`config.mk`:
```
export PLATFORM = sky130hd
export DESIGN_NAME = rasirq_ctrl
export DESIGN_NICKNAME = d
export VERILOG_FILES = /design/src/rtl/rasirq_pkg.sv /design/src/rtl/rasirq_cmpreg.sv /design/src/rtl/rasirq_timer.sv /design/src/rtl/rasirq_nmi.sv /design/src/rtl/rasirq_ctrl.sv
export SDC_FILE = /design/constraint.sdc
export NUM_CORES = 1
export LEC_CHECK = 0
export ABC_AREA = 1
export BUFFER_PORTS_ARGS = -buffer_cell sky130_fd_sc_hd__buf_2
export CELL_PAD_IN_SITES_DETAIL_PLACEMENT = 0
export CELL_PAD_IN_SITES_GLOBAL_PLACEMENT = 1
export CORE_MARGIN = 2
export CORE_UTILIZATION = 33
export CTS_BUF_LIST = sky130_fd_sc_hd__clkbuf_16
export DETAILED_ROUTE_END_ITERATION = 6
export GPL_ROUTABILITY_DRIVEN = 1
export PLACE_DENSITY = 0.77
export SETUP_SLACK_MARGIN = 0.15
export SYNTH_ARGS = -nofsm -noshare
export SYNTH_HDL_FRONTEND = slang
export SYNTH_HIERARCHICAL = 1
export SYNTH_SLANG_ARGS = --single-unit
```
`constraint.sdc`:
```
create_clock -name clk -period 1.25 [get_ports clk]
set_input_delay 0.1875 -clock clk [delete_from_list [all_inputs] [get_ports clk]]
set_output_delay 0.1875 -clock clk [all_outputs]
set_load 0.05 [all_outputs]
```
`src/rtl/rasirq_pkg.sv`:
```
package rasirq_pkg;
  localparam int ADDR_W = 4;
  localparam logic [ADDR_W-1:0] A_CTRL       = 4'h0;
  localparam logic [ADDR_W-1:0] A_PORT_WR    = 4'h1;
  localparam logic [ADDR_W-1:0] A_HCMP_LO    = 4'h2;
  localparam logic [ADDR_W-1:0] A_HCMP_HI    = 4'h3;
  localparam logic [ADDR_W-1:0] A_VCMP_LO    = 4'h4;
  localparam logic [ADDR_W-1:0] A_VCMP_HI    = 4'h5;
  localparam logic [ADDR_W-1:0] A_NMI_FLAG   = 4'h8;
  localparam logic [ADDR_W-1:0] A_TIMER_FLAG = 4'h9;
  localparam logic [ADDR_W-1:0] A_STATUS     = 4'hA;
  localparam logic [ADDR_W-1:0] A_PORT_RD    = 4'hB;

  localparam int B_NMI_EN = 7;
  localparam int B_V_EN   = 5;
  localparam int B_H_EN   = 4;
  localparam int B_AUTORD = 0;

  typedef struct packed {
    logic nmi_en;
    logic v_en;
    logic h_en;
    logic auto_rd;
  } ctrl_t;
endpackage

```
`src/rtl/rasirq_cmpreg.sv`:
```
module rasirq_cmpreg #(
  parameter int W = 9,
  parameter logic [W-1:0] RESET_VAL = '1
) (
  input  logic         clk,
  input  logic         rst_n,
  input  logic         wr_lo,
  input  logic         wr_hi,
  input  logic [7:0]   wdata,
  output logic [W-1:0] val
);
  localparam int HI_W = W - 8;

  always_ff @(posedge clk or negedge rst_n) begin
    if (!rst_n) begin
      val <= RESET_VAL;
    end else begin
      if (wr_lo) val[7:0] <= wdata;
      if (wr_hi) val[W-1:8] <= wdata[HI_W-1:0];
    end
  end


  cmp_lo_wr_chk: assert property (@(posedge clk) disable iff (!rst_n)
    wr_lo |=> val[7:0] == $past(wdata));
endmodule

```
`src/rtl/rasirq_timer.sv`:
```
module rasirq_timer #(
  parameter int CNT_W = 9
) (
  input  logic             clk,
  input  logic             rst_n,
  input  logic             h_en,
  input  logic             v_en,
  input  logic [CNT_W-1:0] h_count,
  input  logic [CNT_W-1:0] v_count,
  input  logic [CNT_W-1:0] hcmp,
  input  logic [CNT_W-1:0] vcmp,
  input  logic             line_start,
  output logic             fire
);
  logic v_hit, h_cond, h_cond_q, fire_h, fire_v;

  assign v_hit  = (v_count == vcmp);
  assign h_cond = h_en && (h_count == hcmp) && (!v_en || v_hit);
  assign fire_h = h_cond && !h_cond_q;
  assign fire_v = v_en && !h_en && line_start && v_hit;
  assign fire   = fire_h || fire_v;

  always_ff @(posedge clk or negedge rst_n) begin
    if (!rst_n) h_cond_q <= 1'b0;
    else        h_cond_q <= h_cond;
  end


  timer_needs_enable_chk: assert property (@(posedge clk) disable iff (!rst_n)
    fire |-> (h_en || v_en));

  h_fire_once_chk: assert property (@(posedge clk) disable iff (!rst_n)
    (fire && h_en) |=> !(fire && $stable(h_count) && $stable(v_count) && h_en));
endmodule

```
`src/rtl/rasirq_nmi.sv`:
```
module rasirq_nmi #(
  parameter int NMI_DELAY = 12
) (
  input  logic clk,
  input  logic rst_n,
  input  logic vblank_start,
  input  logic vblank_end,
  input  logic flag_rd,
  input  logic nmi_en,
  output logic nmi_flag,
  output logic nmi_o
);
  localparam int DLY_W = $clog2(NMI_DELAY + 1);

  logic             armed_q;
  logic [DLY_W-1:0] cnt_q;
  logic             start;

  assign start = vblank_start && nmi_en && !armed_q;

  always_ff @(posedge clk or negedge rst_n) begin
    if (!rst_n) begin
      nmi_flag <= 1'b0;
      armed_q  <= 1'b0;
      cnt_q    <= '0;
      nmi_o    <= 1'b0;
    end else begin
      if (vblank_start)               nmi_flag <= 1'b1;
      else if (flag_rd || vblank_end) nmi_flag <= 1'b0;

      if (start)                      armed_q <= 1'b1;
      else if (flag_rd || vblank_end) armed_q <= 1'b0;

      if (start)              cnt_q <= DLY_W'(NMI_DELAY);
      else if (cnt_q != '0)   cnt_q <= cnt_q - 1'b1;

      nmi_o <= (cnt_q == DLY_W'(1)) && !start;
    end
  end


  nmi_one_cycle_chk: assert property (@(posedge clk) disable iff (!rst_n)
    nmi_o |=> !nmi_o);

  nmi_flag_source_chk: assert property (@(posedge clk) disable iff (!rst_n)
    $rose(nmi_flag) |-> $past(vblank_start));

  nmi_flag_rd_chk: assert property (@(posedge clk) disable iff (!rst_n)
    (flag_rd && !vblank_start) |=> !nmi_flag);
endmodule

```
`src/rtl/rasirq_ctrl.sv`:
```
module rasirq_ctrl
  import rasirq_pkg::*;
#(
  parameter int CNT_W = 9,
  parameter int NMI_DELAY = 12,
  parameter logic [3:0] VERSION = 4'h2
) (
  input  logic              clk,
  input  logic              rst_n,
  input  logic [ADDR_W-1:0] bus_addr,
  input  logic              bus_rd,
  input  logic              bus_wr,
  input  logic [7:0]        bus_wdata,
  output logic [7:0]        bus_rdata,
  input  logic [7:0]        open_bus,
  input  logic [CNT_W-1:0]  h_count,
  input  logic [CNT_W-1:0]  v_count,
  input  logic              hblank_start,
  input  logic              line_start,
  input  logic              vblank_start,
  input  logic              autoread_done,
  output logic              irq_o,
  output logic              nmi_o,
  output logic              latch_o,
  output logic [7:0]        io_port,
  output logic              autoread_en
);
  localparam int NCMP = 2;

  ctrl_t            ctrl_q;
  logic             tflag_q, hblank_q, vblank_q, busy_q;
  logic             timer_fire, tflag_clr, port_rise, vblank_end;
  logic             nmi_flag, nmi_rd;
  logic             ctrl_wr, port_wr;
  logic [CNT_W-1:0] cmp_val [NCMP];

  assign ctrl_wr    = bus_wr && (bus_addr == A_CTRL);
  assign port_wr    = bus_wr && (bus_addr == A_PORT_WR);
  assign port_rise  = port_wr && !io_port[7] && bus_wdata[7];
  assign vblank_end = line_start && (v_count == '0);
  assign nmi_rd     = bus_rd && (bus_addr == A_NMI_FLAG);
  assign tflag_clr  = ((bus_rd || bus_wr) && (bus_addr == A_TIMER_FLAG)) ||
                      (ctrl_wr && (bus_wdata[B_V_EN:B_H_EN] == 2'b00));

  for (genvar gi = 0; gi < NCMP; gi++) begin : g_cmp
    localparam logic [ADDR_W-1:0] LO_A = (gi == 0) ? A_HCMP_LO : A_VCMP_LO;
    localparam logic [ADDR_W-1:0] HI_A = (gi == 0) ? A_HCMP_HI : A_VCMP_HI;
    rasirq_cmpreg #(.W(CNT_W), .RESET_VAL('1)) u_cmp (
      .clk   (clk),
      .rst_n (rst_n),
      .wr_lo (bus_wr && (bus_addr == LO_A)),
      .wr_hi (bus_wr && (bus_addr == HI_A)),
      .wdata (bus_wdata),
      .val   (cmp_val[gi])
    );
  end

  rasirq_timer #(.CNT_W(CNT_W)) u_timer (
    .clk        (clk),
    .rst_n      (rst_n),
    .h_en       (ctrl_q.h_en),
    .v_en       (ctrl_q.v_en),
    .h_count    (h_count),
    .v_count    (v_count),
    .hcmp       (cmp_val[0]),
    .vcmp       (cmp_val[1]),
    .line_start (line_start),
    .fire       (timer_fire)
  );

  rasirq_nmi #(.NMI_DELAY(NMI_DELAY)) u_nmi (
    .clk          (clk),
    .rst_n        (rst_n),
    .vblank_start (vblank_start),
    .vblank_end   (vblank_end),
    .flag_rd      (nmi_rd),
    .nmi_en       (ctrl_q.nmi_en),
    .nmi_flag     (nmi_flag),
    .nmi_o        (nmi_o)
  );

  always_ff @(posedge clk or negedge rst_n) begin
    if (!rst_n) begin
      ctrl_q   <= '0;
      tflag_q  <= 1'b0;
      hblank_q <= 1'b0;
      vblank_q <= 1'b0;
      busy_q   <= 1'b0;
      io_port  <= 8'hFF;
      latch_o  <= 1'b0;
    end else begin
      if (ctrl_wr) begin
        ctrl_q.nmi_en  <= bus_wdata[B_NMI_EN];
        ctrl_q.v_en    <= bus_wdata[B_V_EN];
        ctrl_q.h_en    <= bus_wdata[B_H_EN];
        ctrl_q.auto_rd <= bus_wdata[B_AUTORD];
      end
      if (timer_fire)     tflag_q <= 1'b1;
      else if (tflag_clr) tflag_q <= 1'b0;

      if (hblank_start)    hblank_q <= 1'b1;
      else if (line_start) hblank_q <= 1'b0;

      if (vblank_start)    vblank_q <= 1'b1;
      else if (vblank_end) vblank_q <= 1'b0;

      if (vblank_start)       busy_q <= 1'b1;
      else if (autoread_done) busy_q <= 1'b0;

      if (port_wr) io_port <= bus_wdata;
      latch_o <= timer_fire || port_rise;
    end
  end

  assign irq_o       = tflag_q;
  assign autoread_en = ctrl_q.auto_rd;

  always_comb begin
    bus_rdata = open_bus;
    case (bus_addr)
      A_NMI_FLAG:   bus_rdata = {nmi_flag, open_bus[6:4], VERSION};
      A_TIMER_FLAG: bus_rdata = {tflag_q, open_bus[6:0]};
      A_STATUS:     bus_rdata = {vblank_q, hblank_q, open_bus[5:1], busy_q};
      A_PORT_RD:    bus_rdata = io_port;
      default:      ;
    endcase
  end


  tflag_rd_clear_chk: assert property (@(posedge clk) disable iff (!rst_n)
    (bus_rd && bus_addr == A_TIMER_FLAG && !timer_fire) |=> !irq_o);

  ctrl_clear_chk: assert property (@(posedge clk) disable iff (!rst_n)
    (ctrl_wr && bus_wdata[5:4] == 2'b00 && !timer_fire) |=> !irq_o);

  irq_latch_chk: assert property (@(posedge clk) disable iff (!rst_n)
    $rose(irq_o) |-> latch_o);

  port_wr_chk: assert property (@(posedge clk) disable iff (!rst_n)
    port_wr |=> io_port == $past(bus_wdata));

  busy_clear_chk: assert property (@(posedge clk) disable iff (!rst_n)
    (autoread_done && !vblank_start) |=> !busy_q);
endmodule

```
==> results of run 1 <==
## kinds of logic after synthesis
family	count (synthesis)	share of synthesized area, %
DFF	43	46.8
adders and majority gates	3	1.58
xor gates and xnor gates	10	3.70
AOI/OAI and AO/OA	21	4.65
buffers and inverters	42	7.29
and+or+nand+nor	201	36.0
## state kept, by name, indices dropped and copies added (netlist names)
| signal | flops |
|---|---|
| g_cmp.u_cmp/val | 18 |
| io_port | 8 |
| u_nmi/cnt_q | 4 |
| ctrl_q | 3 |
| autoread_en | 1 |
| busy_q | 1 |
| hblank_q | 1 |
| irq_o | 1 |
| latch_o | 1 |
| u_nmi/armed_q | 1 |
| u_nmi/nmi_flag | 1 |
| u_nmi/nmi_o | 1 |
| u_timer/h_cond_q | 1 |
| vblank_q | 1 |
## final timing paths
check                                               endpoint  cells after the start                         startpoint
min in group asynchronous               hblank_q$_DFFE_PN0P_                      2                              rst_n
hold reg to reg            g_cmp[0].u_cmp/val[4]$_DFFE_PN1P_                      2  g_cmp[0].u_cmp/val[4]$_DFFE_PN1P_
hold / removal                            busy_q$_DFFE_PN0P_                      2                      autoread_done
max in group asynchronous  g_cmp[1].u_cmp/val[5]$_DFFE_PN1P_                      3                              rst_n
setup reg to reg                           latch_o$_DFF_PN0_                     10  g_cmp[0].u_cmp/val[6]$_DFFE_PN1P_
setup / recovery                                bus_rdata[7]                      5             io_port[7]$_DFFE_PN1P_
## final cells by class
class | count | area, um^2
inverter | 40 | 158
clock buffer | 5 | 125
fill | 653 | 3130
clock inverter | 3 | 43.8
timing repair buffer | 111 | 920
tap | 96 | 120
sequential | 43 | 1110
multi-input combinational | 235 | 1270
## per-layer routing
layer	GRT usage, %	vias to the layer above	wire length (um)
met2	30.5	55	3530
met1	22.9	1086	2910
met5	0	-	0
met4	4.27	0	85
met3	3.64	8	322
li1	-	1211	-
## worst reg2reg max path, cell delays in order, from the launching register on
cell and delay [ps]:
dfstp_2 530, inv_1 50, nand2_1 50, nand2_1 50, nor2_1 90, nand3_1 110
nor2_2 150, nand3_1 80, nand2_1 70, inv_2 50, o21ai_2 60
## metrics by stage
| step | cells | hold WS [ps] | area, um^2 | power, uW | utilization, % |
|---|---|---|---|---|---|
| 6_report | 533 | 88.1 | 3740 | 5730 | 54.5 |
| 5_1_grt | 533 | 100 | 3740 | 6090 | 54.5 |
| 4_1_cts | 518 | 89.1 | 3470 | 5410 | 50.6 |
| 3_5_place_dp | 502 | 130 | 3060 | 3660 | 44.5 |
| 2_1_floorplan | 320 | -108 | 2450 | 3170 | - |
| 3_3_place_gp | 502 | 128 | 3060 | 3610 | 44.5 |
## what timing repair did
action	4_1_cts	5_1_grt
hold buffers	1	0
pin swaps	9	20
setup endpoints to repair	24	32
hold endpoints to repair	5	0
gates resized for setup	61	46
setup buffers	7	15
## power by group
part | internal, uW | switching [uW]
logic | 1010 | 1140
clock network | 942 | 543
registers | 1830 | 269
## layout by cell type, fill, tap and decap left out, drive strengths merged, types with 2 or more instances in the layout
master and instances:
xnor2 10, o21bai 2, clkinv 2, ha 3, clkbuf 5, dfrtp 17
or2 4, dfstp 26, inv 40, nor2 37, a21oi 2, buf 110
o21ai 17, nand2 135, nand3 21
==> metrics, run 1 <==
Max Slew Vio Count 0; Worst-Margin Slew 393 ps; core box area 0.00687 mm^2; IO buf count 65; delay-heaviest family, CP flip-flops; f_max roughly 0.73 GHz; vias in the first global route 2,271; post-route ant nets 0; Final WS setup -129 ps; gr ovfl total 0; flops & latches, synth 43; MaxCap Viol Count 0; Worst-Skew Late Latency 290 ps; H-Tree Depth 2; Pwr Density between 1500 and 2000 mW/mm^2; CP most frequent cell nand2_2; Min Clock Period, post-route 1380 ps; final setup fails 15; Num CTS Buffers 5; TNS Setup -731 ps; P&R area growth vs syn 57.9%; overall routing resource usage ~18%; Clk pin slew, worst setup/hold paths 60 ps; first-pass GRT wire length 10,500 um; initial antenna violation count 0; ranking of synthesized cells by area dfstp_2 (29%), nand2_1 (21%), dfrtp_1 (18%); share of cells above drive strength 1 47.1%; slowest cell on the critical path dfstp_2; CTS tree done; crit path max fanout 2; fin crit share 110%; Worst Setup Slack post-DPL -180 ps; largest net degree at the start of global routing 21; clk_skew 5.35 ps; vias per cell 4.43; root buf cell clkbuf_16; share of flip-flops with an asynchronous set or reset 100%; reg2reg setup slack -120 ps; hold crit path type in -> reg; Nets 485; Die H 88.7 um; CP Cell Sequence nand2_2 > nand2_2 > nor2_2 > nand2_2 > buf_8; Avg Cell Area, Syn 7.41 um^2; RePlAce Congestion 0.813; Synth top area share 28.8%; startpoint types register; outcome finished, violations left; top cells by count, synth nand2_1 (133), inv_1 (34), nor2_1 (30); RSZ-0062 raised after global routing yes; crit path kind reg -> out; Clock Sinks 43; failing checks negative setup slack; LEAKAGE ~0.0019 uW; CP Buf/Inv Count 1; Mapped Cells 320; critical path data arrival time 1190 ps; count leader, synth nand2_1; HPWL Detailed between 5000 and 6000 um; synthesized net count 369; routed len/inst around 13 um; Post-synth EDFFs 0; Hold Fails Final Rpt 0; library cells used by synthesis 25; Critical Path Max Stage Delay 550 ps; final wirelength about 7000 um; Synth Flop Type dfstp_2; Mapped Area 0.00237 mm^2; first drt pass iteration count 4; clock tree buffer depth 2; Worst EP required roughly 1100 ps; sequential share of the synthesized area 46.8%; Yosys top cell by area dfstp_2; chip width 88.7 um; VDD IR-drop max 1000 uV; Synthesis Warnings 6; Crit. End Element output port; Max-Slew Margin vs Limit 73.8%; DRT iter0 DRCs 80; # IOs 66; Initial Util roughly 34%; Via Count 2,360; die area between 0.007 and 0.008 mm^2; row count 30; Residual DRC 0; Antenna Cells 0
(Power assumes the default switching activity.)
==> inputs of run 2 (changes only) <==
- CELL_PAD_IN_SITES_DETAIL_PLACEMENT: 0 -> default
- CELL_PAD_IN_SITES_GLOBAL_PLACEMENT: 1 -> default
- CORE_UTILIZATION: 33 -> 47
- PLACE_DENSITY: 0.77 -> 0.78
==> run 2 against run 1 <==
  * The flow still finishes with violations (negative setup slack)
  * Clock power rose by 11%
  * First-iteration DRC count rose by 140%
  * Sequential cell count did not move
  * Core utilization rose by 23 points
  * Sequential power barely moved
  * Largest power group unchanged
==> metrics, run 2 (same netlist as run 1, synthesis figures left out) <==
outcome finished, violations left; failing checks negative setup slack; most common cell after layout, fill and taps aside nand2_1; fin crit share 112%; root buf cell clkbuf_16; GR Layer Usage met1 a little under a third; final setup fails 18; Via Count about 2,400; Reg power frac between 30 and 40%; max reg flops 18; routed len/inst 13.2 um; TNS Setup -1120 ps; Max Slew Vio Count 0; die area roughly 0.0056 mm^2; sw frac 32.7%; H-Tree Depth 2; slowest cell on the critical path dfstp_2; vias in the first global route 2,312; clk_skew 8.05 ps; biggest registers after layout g_cmp.u_cmp/val: 18 flops, io_port: 8 flops, u_nmi/cnt_q: 4 flops; Residual DRC 0; HPWL Detailed between 4000 and 5000 um; hold crit path type in -> reg; largest reg by FF count g_cmp.u_cmp/val; IO buf count 65; LEAKAGE 0.00192 uW; DRT iter0 DRCs a little under 200; Final WS setup -153 ps; clock tree buffer depth 2; R2R cell count 10; critical path data arrival time 1610 ps; crit path kind reg -> reg; Num CTS Buffers 5; CP Cell Sequence inv_1 > nand2_1 > o21ai_0 > nor2_1 > nand3_1 > nor2_2 > nand3_2 > nand2_2 > inv_2 > o21ai_2; Min Clock Period, post-route 1400 ps; CTS tree done; WHS 88.9 ps; reg2reg setup slack -150 ps; RePlAce Congestion 0.889; NetSw 1920 uW; RSZ-0062 raised after global routing yes; final wirelength 6620 um; Internal Pwr Total 3960 uW; Max-Slew Margin vs Limit 79.9%; most frequent cells in the layout nand2_1 (120), buf_2 (45), buf_4 (33); crit path max fanout 2; Worst-Margin Slew 302 ps; # IOs 66; clock network fraction of design power 28.1%; core box area around 0.0048 mm^2; Critical Path Max Stage Delay 530 ps; origin of the critical flop-to-flop path g_cmp[0].u_cmp/val[2]$_DFFE_PN1P_; FILL cells 320; Comb power frac between 30% and 40%; delay-heaviest family, CP simple AND/OR/NAND/NOR gates; VDD IR-drop max 1260 uV; post-route ant nets 0; Clk pin slew, worst setup/hold paths 60 ps; initial antenna violation count 0; f_max between 0.7 and 0.8 GHz; Final Power 5880 uW; share of cells above drive strength 1 45.4%; Worst EP required 1460 ps; overall routing resource usage ~24%; gr ovfl total 0; sink of the worst hold path busy_q$_DFFE_PN0P_; startpoint types register; Initial Util 49.5%; RR Endpoint latch_o$_DFF_PN0_; Antenna Cells 0; M3 GR Usage 5.76%; MaxCap Viol Count 0; GR peak layer met2; Die H 75.0 um; Worst Setup Slack post-DPL -129 ps; Hold Fails Final Rpt 0; vias per cell a little under 5; Nets 482; CP Buf/Inv Count 2; M2 GR Usage ~44%; largest net degree at the start of global routing 32; Crit. End Element register; row count 25; Worst-Skew Late Latency 290 ps; chip width 75.0 um; first-pass GRT wire length 10,200 um; first drt pass iteration count 4; P&R area growth vs syn 55.8%; hold path depth 2; Clock Sinks 43; Pwr Density 1590 mW/mm^2; Hold Path Origin autoread_done
run 2: what timing repair did:
| item | CTS | global route |
|---|---|---|
| endpoints found under the setup margin | 24 | 24 |
| pin swaps | 14 | 15 |
| setup buffers | 8 | 14 |
| hold buffers | 1 | 0 |
| hold endpoints to repair | 6 | 0 |
| resized for setup | 60 | 38 |
run 2: how the worst max path moves through the flow:
| stage | startpoint | end | slack, ps | cells after the start |
|---|---|---|---|---|
| after floorplan | io_port[7]$_DFFE_PN1P_ | bus_rdata[7] | -6 | 4 |
| after global placement | bus_addr[2] | bus_rdata[4] | -110 | 8 |
| after detailed placement | bus_addr[2] | bus_rdata[5] | -130 | 8 |
| after CTS | io_port[7]$_DFFE_PN1P_ | bus_rdata[7] | -150 | 5 |
| after global routing | g_cmp[0].u_cmp/val[2]$_DFFE_PN1P_ | latch_o$_DFF_PN0_ | -250 | 10 |
| final | g_cmp[0].u_cmp/val[2]$_DFFE_PN1P_ | latch_o$_DFF_PN0_ | -150 | 10 |
run 2: layer usage:
metal / wire (um) / vias up
li1: - / 1203
met1: 2690 / 1164
met2: 3530 / 64
met3: 312 / 12
met4: 93 / 0
met5: 0 / -
run 2: final cells by class:
class | instances | area (um^2) | area share (%)
multi-input cells | 235 | 1270 | 34.3
repair buffers | 108 | 887 | 24.0
clock buffers | 5 | 125 | 3.39
clock inverters | 3 | 63.8 | 1.73
inverters | 40 | 155 | 4.20
flip-flops and latches | 43 | 1110 | 30.0
well taps | 67 | 83.8 | 2.27
run 2: power by group through the flow:
stage                     clock network [uW]  logic (uW)  registers (uW)
after global placement                     0        1480            2080
final                                   1650        2130            2100
after CTS                               1690        1780            2090
after floorplan                            0         865            2310
after detailed placement                   0        1520            2090
after global routing                    1740        2330            2130
run 2: per-stage QoR:
stage          std cells  utilization, %  area, um^2
2_1_floorplan        320               -        2450
3_3_place_gp         470            62.7        3000
5_1_grt              501            77.1        3690
4_1_cts              487            72.0        3450
6_report             501            77.1        3690
3_5_place_dp         470            62.7        3000
==> inputs of run 3 (changes only) <==
- CTS_BUF_LIST: sky130_fd_sc_hd__clkbuf_16 -> default
==> run 3 against run 2 <==
  * First-iteration DRC count decreased by 12%
  * Critical endpoint is now bus_rdata[7]
  * Clock power decreased by 24%
  * Final area decreased by 5.5%
  * Routed wire length decreased by 4.6%
  * Global-route usage decreased by 0.098 points
  * Largest cell class unchanged
  * Count of clock-buffer cells in the layout increased by 1
  * Critical path depth decreased by 5
  * Sequential cell count unchanged
  * Cell count decreased by 1.2%
  * The flow still finishes with violations (negative setup slack)
  * Total power decreased by 8.5%
  * Worst hold slack got worse by 10 ps
==> metrics, run 3 (same netlist as run 1, synthesis figures left out) <==
outcome finished, violations left; failing checks negative setup slack; root buf cell clkbuf_8; largest reg by FF count g_cmp.u_cmp/val; Worst Setup Slack post-DPL -129 ps; chip width 75.0 um; R2R cell count 10; final wirelength between 6000 and 7000 um; row count 25; Worst-Skew Late Latency a little under 300 ps; critical path data arrival time 1210 ps; largest net degree at the start of global routing 32; share of cells above drive strength 1 42.3%; CTS tree done; crit path kind reg -> out; vias per cell about 4.7; Min Clock Period, post-route approximately 1400 ps; Antenna Cells 0; Max-Slew Margin vs Limit between 70% and 80%; routed len/inst between 10 and 15 um; RePlAce Congestion 0.889; TNS Setup -1100 ps; Hold Fails Final Rpt 0; crit path max fanout 2; hold crit path type in -> reg; most common cell after layout, fill and taps aside nand2_1; Die H 75.0 um; reg2reg setup slack -100 ps; fin crit share 112%; Num CTS Buffers 5; H-Tree Depth 2; max reg flops 18; Initial Util roughly half; Max Slew Vio Count 0; Residual DRC 0; Clock Sinks 43; Clk pin slew, worst setup/hold paths ~80 ps; post-route ant nets 0; Nets 476; LEAKAGE 0.00181 uW; Hold Path Origin autoread_done; RR Endpoint latch_o$_DFF_PN0_; f_max 0.715 GHz; final setup fails 14; Worst EP required between 1000 and 1500 ps; # IOs 66; Worst-Margin Slew a little over 300 ps; origin of the critical flop-to-flop path g_cmp[0].u_cmp/val[2]$_DFFE_PN1P_; RSZ-0062 raised after global routing yes; biggest registers after layout g_cmp.u_cmp/val: 18 flops, io_port: 8 flops, u_nmi/cnt_q: 4 flops; P&R area growth vs syn 47.3%; HPWL Detailed 4550 um; Via Count 2,349; VDD IR-drop max around 1000 uV; vias in the first global route 2,293; overall routing resource usage 24.4%; first drt pass iteration count 4; clk_skew 7.79 ps; WHS 78.8 ps; DRT iter0 DRCs 169; gr ovfl total 0; die area 0.00563 mm^2; Crit. End Element output port; Final WS setup -149 ps; initial antenna violation count 0; first-pass GRT wire length between 10,000 and 15,000 um; MaxCap Viol Count 0; core box area about 0.0048 mm^2; most frequent cells in the layout nand2_1 (123), buf_2 (46), buf_4 (31); startpoint types register; Pwr Density around 1500 mW/mm^2; hold path depth 2; IO buf count 65; sink of the worst hold path busy_q$_DFFE_PN0P_; clock tree buffer depth 2
## run 3: cell types whose count changed in the layout (fill, tap and decap cells not counted), sizes merged
cell | previous run | this run
buf | 107 | 100
clkbuf | 5 | 7
inv | 41 | 40
## run 3: stage by stage
stage               cells  util [%]  cell area, um^2  power (uW)
floorplan             320         -             2450        3170
global route          495      72.9             3490        5730
detailed placement    470      62.7             3000        3610
CTS                   482      69.8             3340        5120
finish                495      72.9             3490        5380
global placement      470      62.7             3000        3550
## run 3: worst max-delay path by stage
stage / cells past startpoint / slack, ps / startpoint / endpoint
after detailed placement: 8 / -130 / bus_addr[2] / bus_rdata[5]
after floorplan: 4 / -6 / io_port[7]$_DFFE_PN1P_ / bus_rdata[7]
final: 5 / -150 / io_port[7]$_DFFE_PN1P_ / bus_rdata[7]
after global routing: 5 / -200 / io_port[7]$_DFFE_PN1P_ / bus_rdata[7]
after CTS: 5 / -170 / io_port[7]$_DFFE_PN1P_ / bus_rdata[7]
after global placement: 8 / -110 / bus_addr[2] / bus_rdata[4]
## run 3: layer usage
metal / GRT usage (%) / vias to the layer above / wire length, um
met1: 29.6 / 1100 / 2620
met4: 5.95 / 0 / 42
met5: 0 / - / 0
met3: 6.29 / 4 / 285
met2: 43.2 / 56 / 3360
li1: - / 1189 / -
## run 3: layout make-up
cell class	instances	area, um^2
Sequential cell	43	1110
Multi-Input combinational cell	235	1190
Timing Repair Buffer	102	817
Fill cell	367	1300
Tap cell	67	83.8
Inverter	40	155
Clock inverter	2	60.1
Clock buffer	6	72.6
## run 3: what timing repair did
item | 4_1_cts | 5_1_grt
endpoints found under the hold margin | 6 | 0
setup buffers | 3 | 13
resized for setup | 57 | 19
endpoints found under the setup margin | 25 | 26
pin swaps | 10 | 9
hold buffers | 1 | 0
## run 3: critical path, cell delays in order (launching register included)
cell	delay, ps
dfstp_2	540
nand2_1	60
nand2_1	80
nor2_2	40
nand2_2	60
buf_8	140
## run 3: power breakdown
part,internal (uW),switching [uW]
combinational,935,1100
clock,799,464
sequential,1820,262
